`config.mk`:
```
export PLATFORM = sky130hd
export DESIGN_NAME = rrio_unit
export DESIGN_NICKNAME = d
export VERILOG_FILES = /design/src/rtl/rrio_pkg.sv /design/src/rtl/rrio_regops.sv /design/src/rtl/rrio_io.sv /design/src/rtl/rrio_irq.sv /design/src/rtl/rrio_unit.sv
export SDC_FILE = /design/constraint.sdc
export NUM_CORES = 1
export LEC_CHECK = 0
export BUFFER_PORTS_ARGS = -buffer_cell sky130_fd_sc_hd__buf_4
export CAP_MARGIN = 20
export CORE_ASPECT_RATIO = 1.4
export CORE_MARGIN = 5
export CORE_UTILIZATION = 55
export CTS_CLUSTER_SIZE = 20
export DETAILED_ROUTE_END_ITERATION = 8
export PLACE_DENSITY = 0.84
export SLEW_MARGIN = 10
export SYNTH_ARGS = -nofsm -noshare
export SYNTH_HDL_FRONTEND = slang
export SYNTH_SLANG_ARGS = --single-unit
```
`constraint.sdc`:
```
create_clock -name clk -period 5.21 [get_ports clk]
set_input_delay 0 -clock clk [delete_from_list [all_inputs] [get_ports clk]]
set_output_delay 0 -clock clk [all_outputs]
set_load 0.02 [all_outputs]
```
`src/rtl/rrio_pkg.sv`:
```
package rrio_pkg;
  // Operation ranks: rank k selects instruction bit (field width - 1 - k).
  localparam int RR_CLR_AC  = 0;
  localparam int RR_CLR_E   = 1;
  localparam int RR_CMP_AC  = 2;
  localparam int RR_CMP_E   = 3;
  localparam int RR_ROT_R   = 4;
  localparam int RR_ROT_L   = 5;
  localparam int RR_INC_AC  = 6;
  localparam int RR_SK_POS  = 7;
  localparam int RR_SK_NEG  = 8;
  localparam int RR_SK_ZAC  = 9;
  localparam int RR_SK_ZE   = 10;
  localparam int RR_HALT    = 11;

  localparam int IO_TAKE    = 0;
  localparam int IO_SEND    = 1;
  localparam int IO_SK_IN   = 2;
  localparam int IO_SK_OUT  = 3;
  localparam int IO_IRQ_ON  = 4;
  localparam int IO_IRQ_OFF = 5;

  localparam logic [2:0] OPC_GROUP7 = 3'b111;

  typedef enum logic [1:0] {IC_SAVE = 2'd0, IC_WRITE = 2'd1, IC_DONE = 2'd2} ic_step_t;
endpackage

```
`src/rtl/rrio_regops.sv`:
```
module rrio_regops
  import rrio_pkg::*;
#(
  parameter int DATA_W = 16
) (
  input  logic [DATA_W-1:0] ac,
  input  logic              e,
  input  logic [DATA_W-5:0] sel,
  output logic [DATA_W-1:0] ac_nx,
  output logic              e_nx,
  output logic              skip,
  output logic              halt
);
  localparam int OPF_W = DATA_W - 4;

  logic rot_bit;

  function automatic int pos(input int rank);
    return OPF_W - 1 - rank;
  endfunction

  always_comb begin
    ac_nx   = ac;
    e_nx    = e;
    rot_bit = 1'b0;
    if (sel[pos(RR_CLR_AC)]) ac_nx = '0;
    if (sel[pos(RR_CLR_E)])  e_nx  = 1'b0;
    if (sel[pos(RR_CMP_AC)]) ac_nx = ~ac_nx;
    if (sel[pos(RR_CMP_E)])  e_nx  = ~e_nx;
    if (sel[pos(RR_ROT_R)]) begin
      rot_bit = ac_nx[0];
      ac_nx   = {e_nx, ac_nx[DATA_W-1:1]};
      e_nx    = rot_bit;
    end
    if (sel[pos(RR_ROT_L)]) begin
      rot_bit = ac_nx[DATA_W-1];
      ac_nx   = {ac_nx[DATA_W-2:0], e_nx};
      e_nx    = rot_bit;
    end
    if (sel[pos(RR_INC_AC)]) ac_nx = ac_nx + 1'b1;
  end

  assign skip = (sel[pos(RR_SK_POS)] & ~ac[DATA_W-1])
              | (sel[pos(RR_SK_NEG)] &  ac[DATA_W-1])
              | (sel[pos(RR_SK_ZAC)] & (ac == '0))
              | (sel[pos(RR_SK_ZE)]  & ~e);
  assign halt = sel[pos(RR_HALT)];
endmodule

```
`src/rtl/rrio_io.sv`:
```
module rrio_io #(
  parameter int CHAR_W = 8
) (
  input  logic              clk,
  input  logic              rst_n,
  input  logic              in_valid,
  input  logic [CHAR_W-1:0] in_data,
  output logic              in_ready,
  output logic [CHAR_W-1:0] in_char,
  output logic              in_full,
  input  logic              out_ready,
  output logic              out_valid,
  output logic [CHAR_W-1:0] out_data,
  output logic              out_empty,
  input  logic              do_take,
  input  logic              do_send,
  input  logic [CHAR_W-1:0] send_src
);
  logic capture;

  assign in_ready  = ~in_full;
  assign capture   = in_valid & ~in_full;
  assign out_valid = ~out_empty;

  always_ff @(posedge clk) begin
    if (!rst_n) begin
      in_full   <= 1'b0;
      in_char   <= '0;
      out_empty <= 1'b1;
      out_data  <= '0;
    end else begin
      in_full <= (in_full & ~do_take) | capture;
      if (capture) in_char <= in_data;
      if (do_send && out_empty) begin
        out_data  <= send_src;
        out_empty <= 1'b0;
      end else if (!out_empty && out_ready) begin
        out_empty <= 1'b1;
      end
    end
  end
endmodule

```
`src/rtl/rrio_irq.sv`:
```
module rrio_irq
  import rrio_pkg::*;
(
  input  logic clk,
  input  logic rst_n,
  input  logic en_set,
  input  logic en_clr,
  input  logic flag_any,
  input  logic fetch_phase,
  input  logic fetch_req,
  output logic irq_en,
  output logic irq_pend,
  output logic busy,
  output logic st_save,
  output logic st_write,
  output logic st_done
);
  ic_step_t step;

  assign st_save  = busy && (step == IC_SAVE);
  assign st_write = busy && (step == IC_WRITE);
  assign st_done  = busy && (step == IC_DONE);

  always_ff @(posedge clk) begin
    if (!rst_n) begin
      irq_en   <= 1'b0;
      irq_pend <= 1'b0;
      busy     <= 1'b0;
      step     <= IC_SAVE;
    end else if (st_done) begin
      irq_en   <= 1'b0;
      irq_pend <= 1'b0;
      busy     <= 1'b0;
      step     <= IC_SAVE;
    end else begin
      if (en_clr)      irq_en <= 1'b0;
      else if (en_set) irq_en <= 1'b1;
      if (!busy && !fetch_phase && irq_en && flag_any) irq_pend <= 1'b1;
      if (!busy && fetch_req && irq_pend) begin
        busy <= 1'b1;
        step <= IC_SAVE;
      end else if (busy) begin
        step <= (step == IC_SAVE) ? IC_WRITE : IC_DONE;
      end
    end
  end
endmodule

```
`src/rtl/rrio_unit.sv`:
```
module rrio_unit
  import rrio_pkg::*;
#(
  parameter int DATA_W     = 16,
  parameter int CHAR_W     = 8,
  parameter int ADDR_W     = 12,
  parameter int SAVE_ADDR  = 0,
  parameter int ENTRY_ADDR = 1
) (
  input  logic              clk,
  input  logic              rst_n,
  input  logic              exec_t3,
  input  logic [DATA_W-1:0] ir_word,
  input  logic              ind_bit,
  input  logic              fetch_phase,
  input  logic              fetch_req,
  input  logic              ac_load,
  input  logic [DATA_W-1:0] ac_din,
  input  logic              pc_inc,
  input  logic              pc_load,
  input  logic [ADDR_W-1:0] pc_din,
  input  logic              in_valid,
  input  logic [CHAR_W-1:0] in_data,
  output logic              in_ready,
  output logic              out_valid,
  output logic [CHAR_W-1:0] out_data,
  input  logic              out_ready,
  output logic [DATA_W-1:0] ac_q,
  output logic              e_q,
  output logic [ADDR_W-1:0] pc_q,
  output logic              halt_req,
  output logic              sc_clr,
  output logic              irq_active,
  output logic              mem_wr,
  output logic [ADDR_W-1:0] mem_addr,
  output logic [DATA_W-1:0] mem_data
);
  localparam int OPF_W = DATA_W - 4;

  logic [OPF_W-1:0]  sel;
  logic              is_op7, rr_go, io_go;
  logic [DATA_W-1:0] rr_ac;
  logic              rr_e, rr_skip, rr_halt;
  logic              do_take, do_send, io_skip, skip_any;
  logic [CHAR_W-1:0] in_char;
  logic              in_full, out_empty;
  logic              irq_en, irq_pend, irq_busy, st_save, st_write, st_done;
  logic [DATA_W-1:0] ac_r;
  logic              e_r, halted;
  logic [ADDR_W-1:0] pc_r, tr_r;

  function automatic int pos(input int rank);
    return OPF_W - 1 - rank;
  endfunction

  assign sel    = ir_word[OPF_W-1:0];
  assign is_op7 = exec_t3 && (ir_word[DATA_W-2 -: 3] == OPC_GROUP7) && !irq_busy;
  assign rr_go  = is_op7 & ~ind_bit;
  assign io_go  = is_op7 &  ind_bit;

  rrio_regops #(.DATA_W(DATA_W)) u_regops (
    .ac(ac_r), .e(e_r), .sel(sel),
    .ac_nx(rr_ac), .e_nx(rr_e), .skip(rr_skip), .halt(rr_halt)
  );

  assign do_take = io_go & sel[pos(IO_TAKE)];
  assign do_send = io_go & sel[pos(IO_SEND)];
  assign io_skip = io_go & ((sel[pos(IO_SK_IN)] & in_full) | (sel[pos(IO_SK_OUT)] & out_empty));
  assign skip_any = (rr_go & rr_skip) | io_skip;

  rrio_io #(.CHAR_W(CHAR_W)) u_io (
    .clk(clk), .rst_n(rst_n),
    .in_valid(in_valid), .in_data(in_data), .in_ready(in_ready),
    .in_char(in_char), .in_full(in_full),
    .out_ready(out_ready), .out_valid(out_valid), .out_data(out_data),
    .out_empty(out_empty),
    .do_take(do_take), .do_send(do_send), .send_src(ac_r[CHAR_W-1:0])
  );

  rrio_irq u_irq (
    .clk(clk), .rst_n(rst_n),
    .en_set(io_go & sel[pos(IO_IRQ_ON)]),
    .en_clr(io_go & sel[pos(IO_IRQ_OFF)]),
    .flag_any(in_full | out_empty),
    .fetch_phase(fetch_phase), .fetch_req(fetch_req),
    .irq_en(irq_en), .irq_pend(irq_pend), .busy(irq_busy),
    .st_save(st_save), .st_write(st_write), .st_done(st_done)
  );

  always_ff @(posedge clk) begin
    if (!rst_n) begin
      ac_r   <= '0;
      e_r    <= 1'b0;
      pc_r   <= '0;
      tr_r   <= '0;
      halted <= 1'b0;
    end else begin
      if (rr_go) begin
        ac_r <= rr_ac;
        e_r  <= rr_e;
      end else if (do_take) begin
        ac_r <= {ac_r[DATA_W-1:CHAR_W], in_char};
      end else if (ac_load) begin
        ac_r <= ac_din;
      end
      if (rr_go && rr_halt) halted <= 1'b1;
      if (st_save) tr_r <= pc_r;
      if (st_write)      pc_r <= ADDR_W'(SAVE_ADDR);
      else if (st_done)  pc_r <= ADDR_W'(ENTRY_ADDR);
      else if (skip_any) pc_r <= pc_r + 1'b1;
      else if (pc_load)  pc_r <= pc_din;
      else if (pc_inc)   pc_r <= pc_r + 1'b1;
    end
  end

  assign ac_q       = ac_r;
  assign e_q        = e_r;
  assign pc_q       = pc_r;
  assign halt_req   = halted;
  assign sc_clr     = is_op7 | st_done;
  assign irq_active = irq_busy;
  assign mem_wr     = st_write;
  assign mem_addr   = ADDR_W'(SAVE_ADDR);
  assign mem_data   = {{(DATA_W-ADDR_W){1'b0}}, tr_r};
endmodule

```
==> summary.txt, run 1 <==
=====================================================================================
Status                                                                   finished, final reports clean
Worst hold path depth                                                               4
Clock power share                                                               42.0%
Post-cts repair resize count                                                        0
Antenna-violating nets left                                                         0
CTS clock-pin slew for the worst setup and hold paths                           60 ps
Final Cycle Share                                                               57.5%
Min Clock Period, post-route                                                  2990 ps
Final max-slew violation count                                                      0
Synth Area per Inst                                                          7.81 um2
TNS Setup                                                                        0 ps
Total power draw                                                              1.54 mW
HPWL after detailed placement                                                10900 um
Number of antenna violations at the first check in global routing                   0
Horizontal die dimension                                                      86.9 um
All-layer global routing usage                                                  30.1%
Yosys warning total                                                                 0
Maximum number of buffers from clock root to sink                                   2
Sequential area share after synthesis                                           28.5%
Cells taking the most area after synthesis                               dfxtp_1 29%, mux2i_1 9.2%, nand2_1 6.9%
Largest vdd supply drop                                                      0.231 mV
Placed instance count                                                             773
Multi-input gate area in the final layout                                 0.00301 mm2
Most instantiated flip-flop cell in the synthesis netlist                     dfxtp_1
Worst reg2reg path depth                                                           11
Count of flip-flops with a built-in enable after synthesis                          0
Number of endpoints failing setup at the final stage                                0
TritonCTS clock tree                                                              yes
Worst path cell trace                                                    nor2b_1 -> mux2_2 -> nand3_1 -> o21a_1 -> ha_1 -> nand2_1 -> a211oi_1 -> buf_2 -> and3_1 -> nor3_1 -> o31a_1
Layout Skew                                                                   4.71 ps
Switching share of power                                                        29.7%
Fraction of synthesis flops using an asynchronous set or reset pin                 0%
Final Hold Viols                                                                    0
Remaining global-route overflow                                                     0
Share of final-layout standard cells stronger than drive strength 1             22.8%
Final instance count without filler cells                                         811
DRC marker count from the first detailed-route iteration                          475
Final net count                                                                   769
Post-synthesis cell area                                                  0.00456 mm2
Type of element capturing the critical path                                  register
Post-detailed-placement cell area                                         0.00538 mm2
Highest net fanout along the worst path                                             8
Via count                                                                        5099
Endpoint required time on the critical path                                   5430 ps
Critical path buffers and inverters                                                 1
Pin count of the biggest net entering global routing                               41
Destination of the worst register-to-register timing path                    ac_q[12]
Insertion delay to the later sink of the worst-skew pair                       330 ps
Placer Congestion                                                               0.923
Commonest cells after routing, fill and taps aside                       119 x buf_4, 84 x nand2_1, 65 x dfxtp_1
First-pass GRT wire length                                                   24700 um
Least-Margin Pin Slew                                                          981 ps
Vias/cell                                                                        6.29
Switch Pwr                                                                   0.456 mW
Achievable Freq                                                               334 MHz
Area taken by flip-flops and latches                                      0.00130 mm2
Largest stage delay on the critical path                                       510 ps
# diodes                                                                            0
Filler Cell Count                                                                 657
WP data arrival                                                               3210 ps
Placement row count                                                                39
PD cells                                                                   260 mW/mm2
# port buffers                                                                    116
Setup slack, reg-to-reg                                                       2220 ps
Count of H-tree levels built during CTS                                             3
Final instance area                                                       0.00591 mm2
Post-route DRC violation count                                                      0
Fraction of power consumed by sequential logic                                  36.3%
Post-synth top area share                                                       28.5%
Synthesized flop and latch total                                                   65
Startpoint types                                                             register
Post-DR wirelength/cell                                                       19.1 um
Worst reg2reg startpoint                                                      ac_q[0]
Effective utilization at floorplan                                              55.9%
Placeable Area                                                            0.00815 mm2
Normalized max-slew margin                                                      34.4%
HP Start                                                                   ac_din[14]
Count of boundary I/O pins                                                        134
Share of the core filled with cells in the final layout                         72.5%
Internal power component                                                      1.08 mW
Die area                                                                   0.0102 mm2
Total wire length                                                            15500 um
Layout Area Growth over Synthesis                                               29.7%
Cts bufs inserted                                                                   9
Number of sinks driven by the clock tree                                           65
Instance count of the mapped netlist                                              584
Hold Crit Class                                                                in2reg
Cell type contributing the most total cell area after synthesis               dfxtp_1
Kind of cell with the highest combined delay on the critical path        compound AO/OA/AOI/OAI gates
RSZ-0062 raised after global routing                                               no
Static leakage                                                                2.50 nW
Most frequent standard cell in the layout excluding fill and tap cells          buf_4
Worst hold path endpoint                                                     ac_q[14]
Max Cap Violations                                                                  0
Distinct cells, synth                                                              74
Worst setup path category                                                     reg2reg
DRT Pass-1 Iters                                                                    5
Comb pwr share                                                                  21.7%
Chip Height                                                                    118 um
Via count of the first global-routing pass                                       5006
Slowest stage cell, crit path                                                 dfxtp_1
Root Driver                                                                 clkbuf_16
=====================================================================================
[how the worst max path moves through the flow]
stage	from	endpoint	slack (ps)	cells after the start
after CTS	ac_q[0]	ac_q[12]	2230	11
after global placement	ac_q[0]	ac_q[14]	1850	10
after detailed placement	ac_q[0]	ac_q[12]	2250	11
final	ac_q[0]	ac_q[12]	2220	11
after global routing	ac_q[0]	ac_q[12]	2010	11
after floorplan	ac_q[0]	ac_q[12]	2580	11
[Yosys cell counts, types with 3 or more instances]
| cell | number |
|---|---|
| a211oi_1 | 10 |
| and3b_1 | 4 |
| and3_1 | 7 |
| o21ai_0 | 18 |
| buf_2 | 4 |
| nor4_1 | 4 |
| a31oi_1 | 12 |
| a21oi_1 | 51 |
| mux2i_1 | 42 |
| xnor2_2 | 4 |
| and4_1 | 4 |
| nor3_1 | 11 |
| o21a_1 | 3 |
| nor2b_1 | 10 |
| buf_1 | 5 |
| or3_1 | 7 |
| o221ai_1 | 4 |
| nand3_1 | 17 |
| o211ai_1 | 4 |
| clkbuf_1 | 19 |
| o31a_1 | 3 |
| or4_1 | 3 |
| o31ai_1 | 5 |
| nand4_1 | 5 |
| mux2_2 | 6 |
| and2_1 | 4 |
| xnor2_1 | 17 |
| nor2_1 | 61 |
| dfxtp_1 | 65 |
| nand2_1 | 84 |
| inv_1 | 10 |
| buf_4 | 18 |
| o22ai_1 | 9 |
[cell families (layout without fill, tap and decap cells)]
| group | after synthesis | after routing | share of synthesized area (%) |
|---|---|---|---|
| other cells | 1 | 16 | 0.0823 |
| flops | 65 | 65 | 28.5 |
| xor+xnor | 22 | 22 | 4.89 |
| buf+inv | 58 | 168 | 6.70 |
| fa+ha+maj | 3 | 3 | 0.796 |
| simple gates | 234 | 234 | 24.8 |
| mux | 53 | 53 | 12.4 |
| compound gates | 148 | 148 | 21.8 |
[cell type report]
type / count / area share [%]
repair buffers: 142 / 18.9
clock buffers: 11 / 3.94
well taps: 102 / 2.16
multi-input cells: 476 / 51.0
flip-flops and latches: 65 / 22.0
clock inverters: 5 / 1.35
inverters: 10 / 0.635
[metrics by stage]
stage | hold WS (ps) | worst slack (ps)
3_5_place_dp | 236 | 2250
2_1_floorplan | 109 | 2580
5_1_grt | 15.7 | 2010
3_3_place_gp | 228 | 1850
6_report | 13.8 | 2220
4_1_cts | 0.449 | 2230
[flip-flops by register name (all words and copies together) (netlist names)]
name,count
u_irq.step,2
e_q,1
u_io.out_empty,1
u_io.in_full,1
halt_req,1
u_io.out_data,8
u_irq.irq_en,1
u_io.in_char,8
u_irq.irq_pend,1
u_irq.busy,1
pc_q,12
ac_q,16
tr_r,12
[worst reg2reg max path: stages (launching register included)]
cell      delay [ps]
dfxtp_1          510
nor2b_1          190
mux2_2           350
nand3_1          130
o21a_1           180
ha_1             170
nand2_1          140
a211oi_1         410
buf_2            280
and3_1           170
nor3_1            50
o31a_1           290
[layer usage]
| layer | track usage (%) | wire length (um) | vias to the layer above |
|---|---|---|---|
| met5 | 0 | 0 | - |
| met4 | 14.3 | 605 | 0 |
| met3 | 6.93 | 1400 | 56 |
| met2 | 51.7 | 7910 | 278 |
| met1 | 34.3 | 5610 | 2427 |
| li1 | - | - | 2338 |
[what timing repair did]
item,CTS,global route
endpoints found under the setup margin,0,0
hold endpoints to repair,21,0
hold buffers,22,0
setup buffers,0,0
[power groups by stage]
| stage | combinational (mW) | sequential [mW] | clock (mW) |
|---|---|---|---|
| after detailed placement | 0.313 | 0.566 | 0 |
| after global routing | 0.359 | 0.561 | 0.677 |
| after global placement | 0.306 | 0.566 | 0 |
| final | 0.333 | 0.558 | 0.646 |
| after CTS | 0.328 | 0.556 | 0.651 |
| after floorplan | 0.198 | 0.572 | 0 |
(Power assumes the default switching activity.)
==> run 2, diff against run 1 <==
CORE_UTILIZATION = 48   (was 55)
PLACE_DENSITY = 0.78   (was 0.84)
clock period = 2.6 ns   (was 5.21 ns; I/O delays follow)
==> run 2 against run 1 <==
Power rose by 110%. First-iteration DRC count up 5.3%. Register-to-register slack worse by 2200 ps. Clock skew up 1.9 ps. Non-clock buffer count grew 39.
==> summary.txt, run 2 (synthesized netlist as in run 1, its figures left out) <==
=====================================================================================
Worst hold path depth                                                               4
Final instance area                                                       0.00630 mm2
Die area                                                                   0.0116 mm2
Min Clock Period, post-route                                                  2540 ps
Largest vdd supply drop                                                      0.472 mV
Layout Area Growth over Synthesis                                               38.2%
# port buffers                                                                    116
Count of boundary I/O pins                                                        134
CTS clock-pin slew for the worst setup and hold paths                           60 ps
Startpoint types                                                             register
Via count of the first global-routing pass                                       5229
Destination of the worst register-to-register timing path                    ac_q[13]
Total power draw                                                              3.30 mW
Highest net fanout along the worst path                                             6
All-layer global routing usage                                                  28.3%
First-pass GRT wire length                                                   26500 um
Type of element capturing the critical path                                  register
Normalized max-slew margin                                                      60.3%
Number of antenna violations at the first check in global routing                   0
DRT Pass-1 Iters                                                                    7
Max Cap Violations                                                                  0
Max FFs per register                                                               16
PD cells                                                                   523 mW/mm2
Post-route DRC violation count                                                      0
Number of endpoints failing setup at the final stage                                0
Filler Cell Count                                                                 747
Pin count of the biggest net entering global routing                               23
Via count                                                                        5278
Insertion delay to the later sink of the worst-skew pair                       340 ps
Root Driver                                                                 clkbuf_16
Final Cycle Share                                                               97.8%
Worst reg2reg path depth                                                            7
Final Hold Viols                                                                    0
Number of sinks driven by the clock tree                                           65
Least-Margin Pin Slew                                                          579 ps
Final net count                                                                   808
Vias/cell                                                                        6.15
Share of final-layout standard cells stronger than drive strength 1             28.5%
Antenna-violating nets left                                                         0
Status                                                                   finished, final reports clean
Placer Congestion                                                               0.967
Worst reg2reg startpoint                                                      ac_q[5]
Chip Height                                                                    125 um
WP data arrival                                                               2790 ps
Endpoint required time on the critical path                                   2850 ps
Worst setup path category                                                     reg2reg
HP Start                                                                   ac_din[14]
Total wire length                                                            16500 um
Cts bufs inserted                                                                   9
Layout Skew                                                                   6.57 ps
HPWL after detailed placement                                                12200 um
Post-detailed-placement cell area                                         0.00565 mm2
Launching element of the worst setup path                                     ac_q[5]
TritonCTS clock tree                                                              yes
Count of H-tree levels built during CTS                                             3
Commonest cells after routing, fill and taps aside                       160 x buf_4, 84 x nand2_1, 62 x dfxtp_1
Post-DR wirelength/cell                                                       19.3 um
Remaining global-route overflow                                                     0
Maximum number of buffers from clock root to sink                                   2
Effective utilization at floorplan                                              48.7%
Achievable Freq                                                               393 MHz
Placeable Area                                                            0.00935 mm2
Static leakage                                                                2.74 nW
Final max-slew violation count                                                      0
Worst hold path endpoint                                                     ac_q[14]
Share of the core filled with cells in the final layout                         67.3%
Horizontal die dimension                                                      92.4 um
Hold Crit Class                                                                in2reg
DRC marker count from the first detailed-route iteration                          500
Setup slack, reg-to-reg                                                         60 ps
# diodes                                                                            0
Most frequent standard cell in the layout excluding fill and tap cells          buf_4
Placement row count                                                                42
=====================================================================================
## run 2: cell types whose count changed in the layout (fill, tap and decap cells not counted), sizes merged
cell	delta
dlygate4sd3	-1
buf	+40
clkinv	+1
clkinvlp	-1
clkbuf	-1
bufinv	+1
## run 2: through the flow
stage	TNS, ps	hold WS, ps	cells	setup WS (ps)
floorplan	0	109	599	69.0
global placement	0	231	816	123
detailed placement	0	242	816	94.5
CTS	0	4.35	853	92.7
global route	-15.6	32.0	858	-15.6
finish	0	10.5	858	58.4
## run 2: worst max-delay path, stage by stage, from the launching register on
cell	delay (ps)
dfxtp_1	380
mux2_1	330
o31ai_1	220
mux2i_1	180
a21o_1	210
or4_1	560
maj3_2	340
a221oi_2	250
## run 2: repair_timing
action                                  4_1_cts  5_1_grt
resized for setup                             0       10
endpoints found under the hold margin        20        0
buffers inserted                              0        5
hold buffers                                 21        0
endpoints found under the setup margin        0        6
## run 2: worst max path at each step
stage	endpoint	cells after the start	slack, ps
floorplan	ac_q[12]	11	70
global placement	ac_q[13]	9	120
detailed placement	ac_q[13]	9	90
CTS	ac_q[14]	11	90
global route	ac_q[13]	7	-20
finish	ac_q[13]	7	60
## run 2: power breakdown
| group | internal (mW) | switching, mW |
|---|---|---|
| logic | 0.332 | 0.411 |
| clock network | 0.966 | 0.481 |
| registers | 1.04 | 0.0665 |
## run 2: cell type report
| class | instances | area [um2] | area share [%] |
|---|---|---|---|
| Clock buffer | 10 | 239 | 3.79 |
| Clock inverter | 6 | 115 | 1.83 |
| Inverter | 10 | 37.5 | 0.596 |
| Multi-Input combinational cell | 476 | 3050 | 48.5 |
| Sequential cell | 65 | 1310 | 20.7 |
| Tap cell | 110 | 138 | 2.19 |
| Timing Repair Buffer | 181 | 1410 | 22.4 |
## run 2: per-layer routing
layer | global-route usage, % | vias to the layer above | part of all wire, %
met5 | 0 | - | 0
met4 | 13.1 | 0 | 4.2
met2 | 49.8 | 319 | 51
met3 | 6.97 | 62 | 9.3
met1 | 31.6 | 2479 | 36
li1 | - | 2418 | -
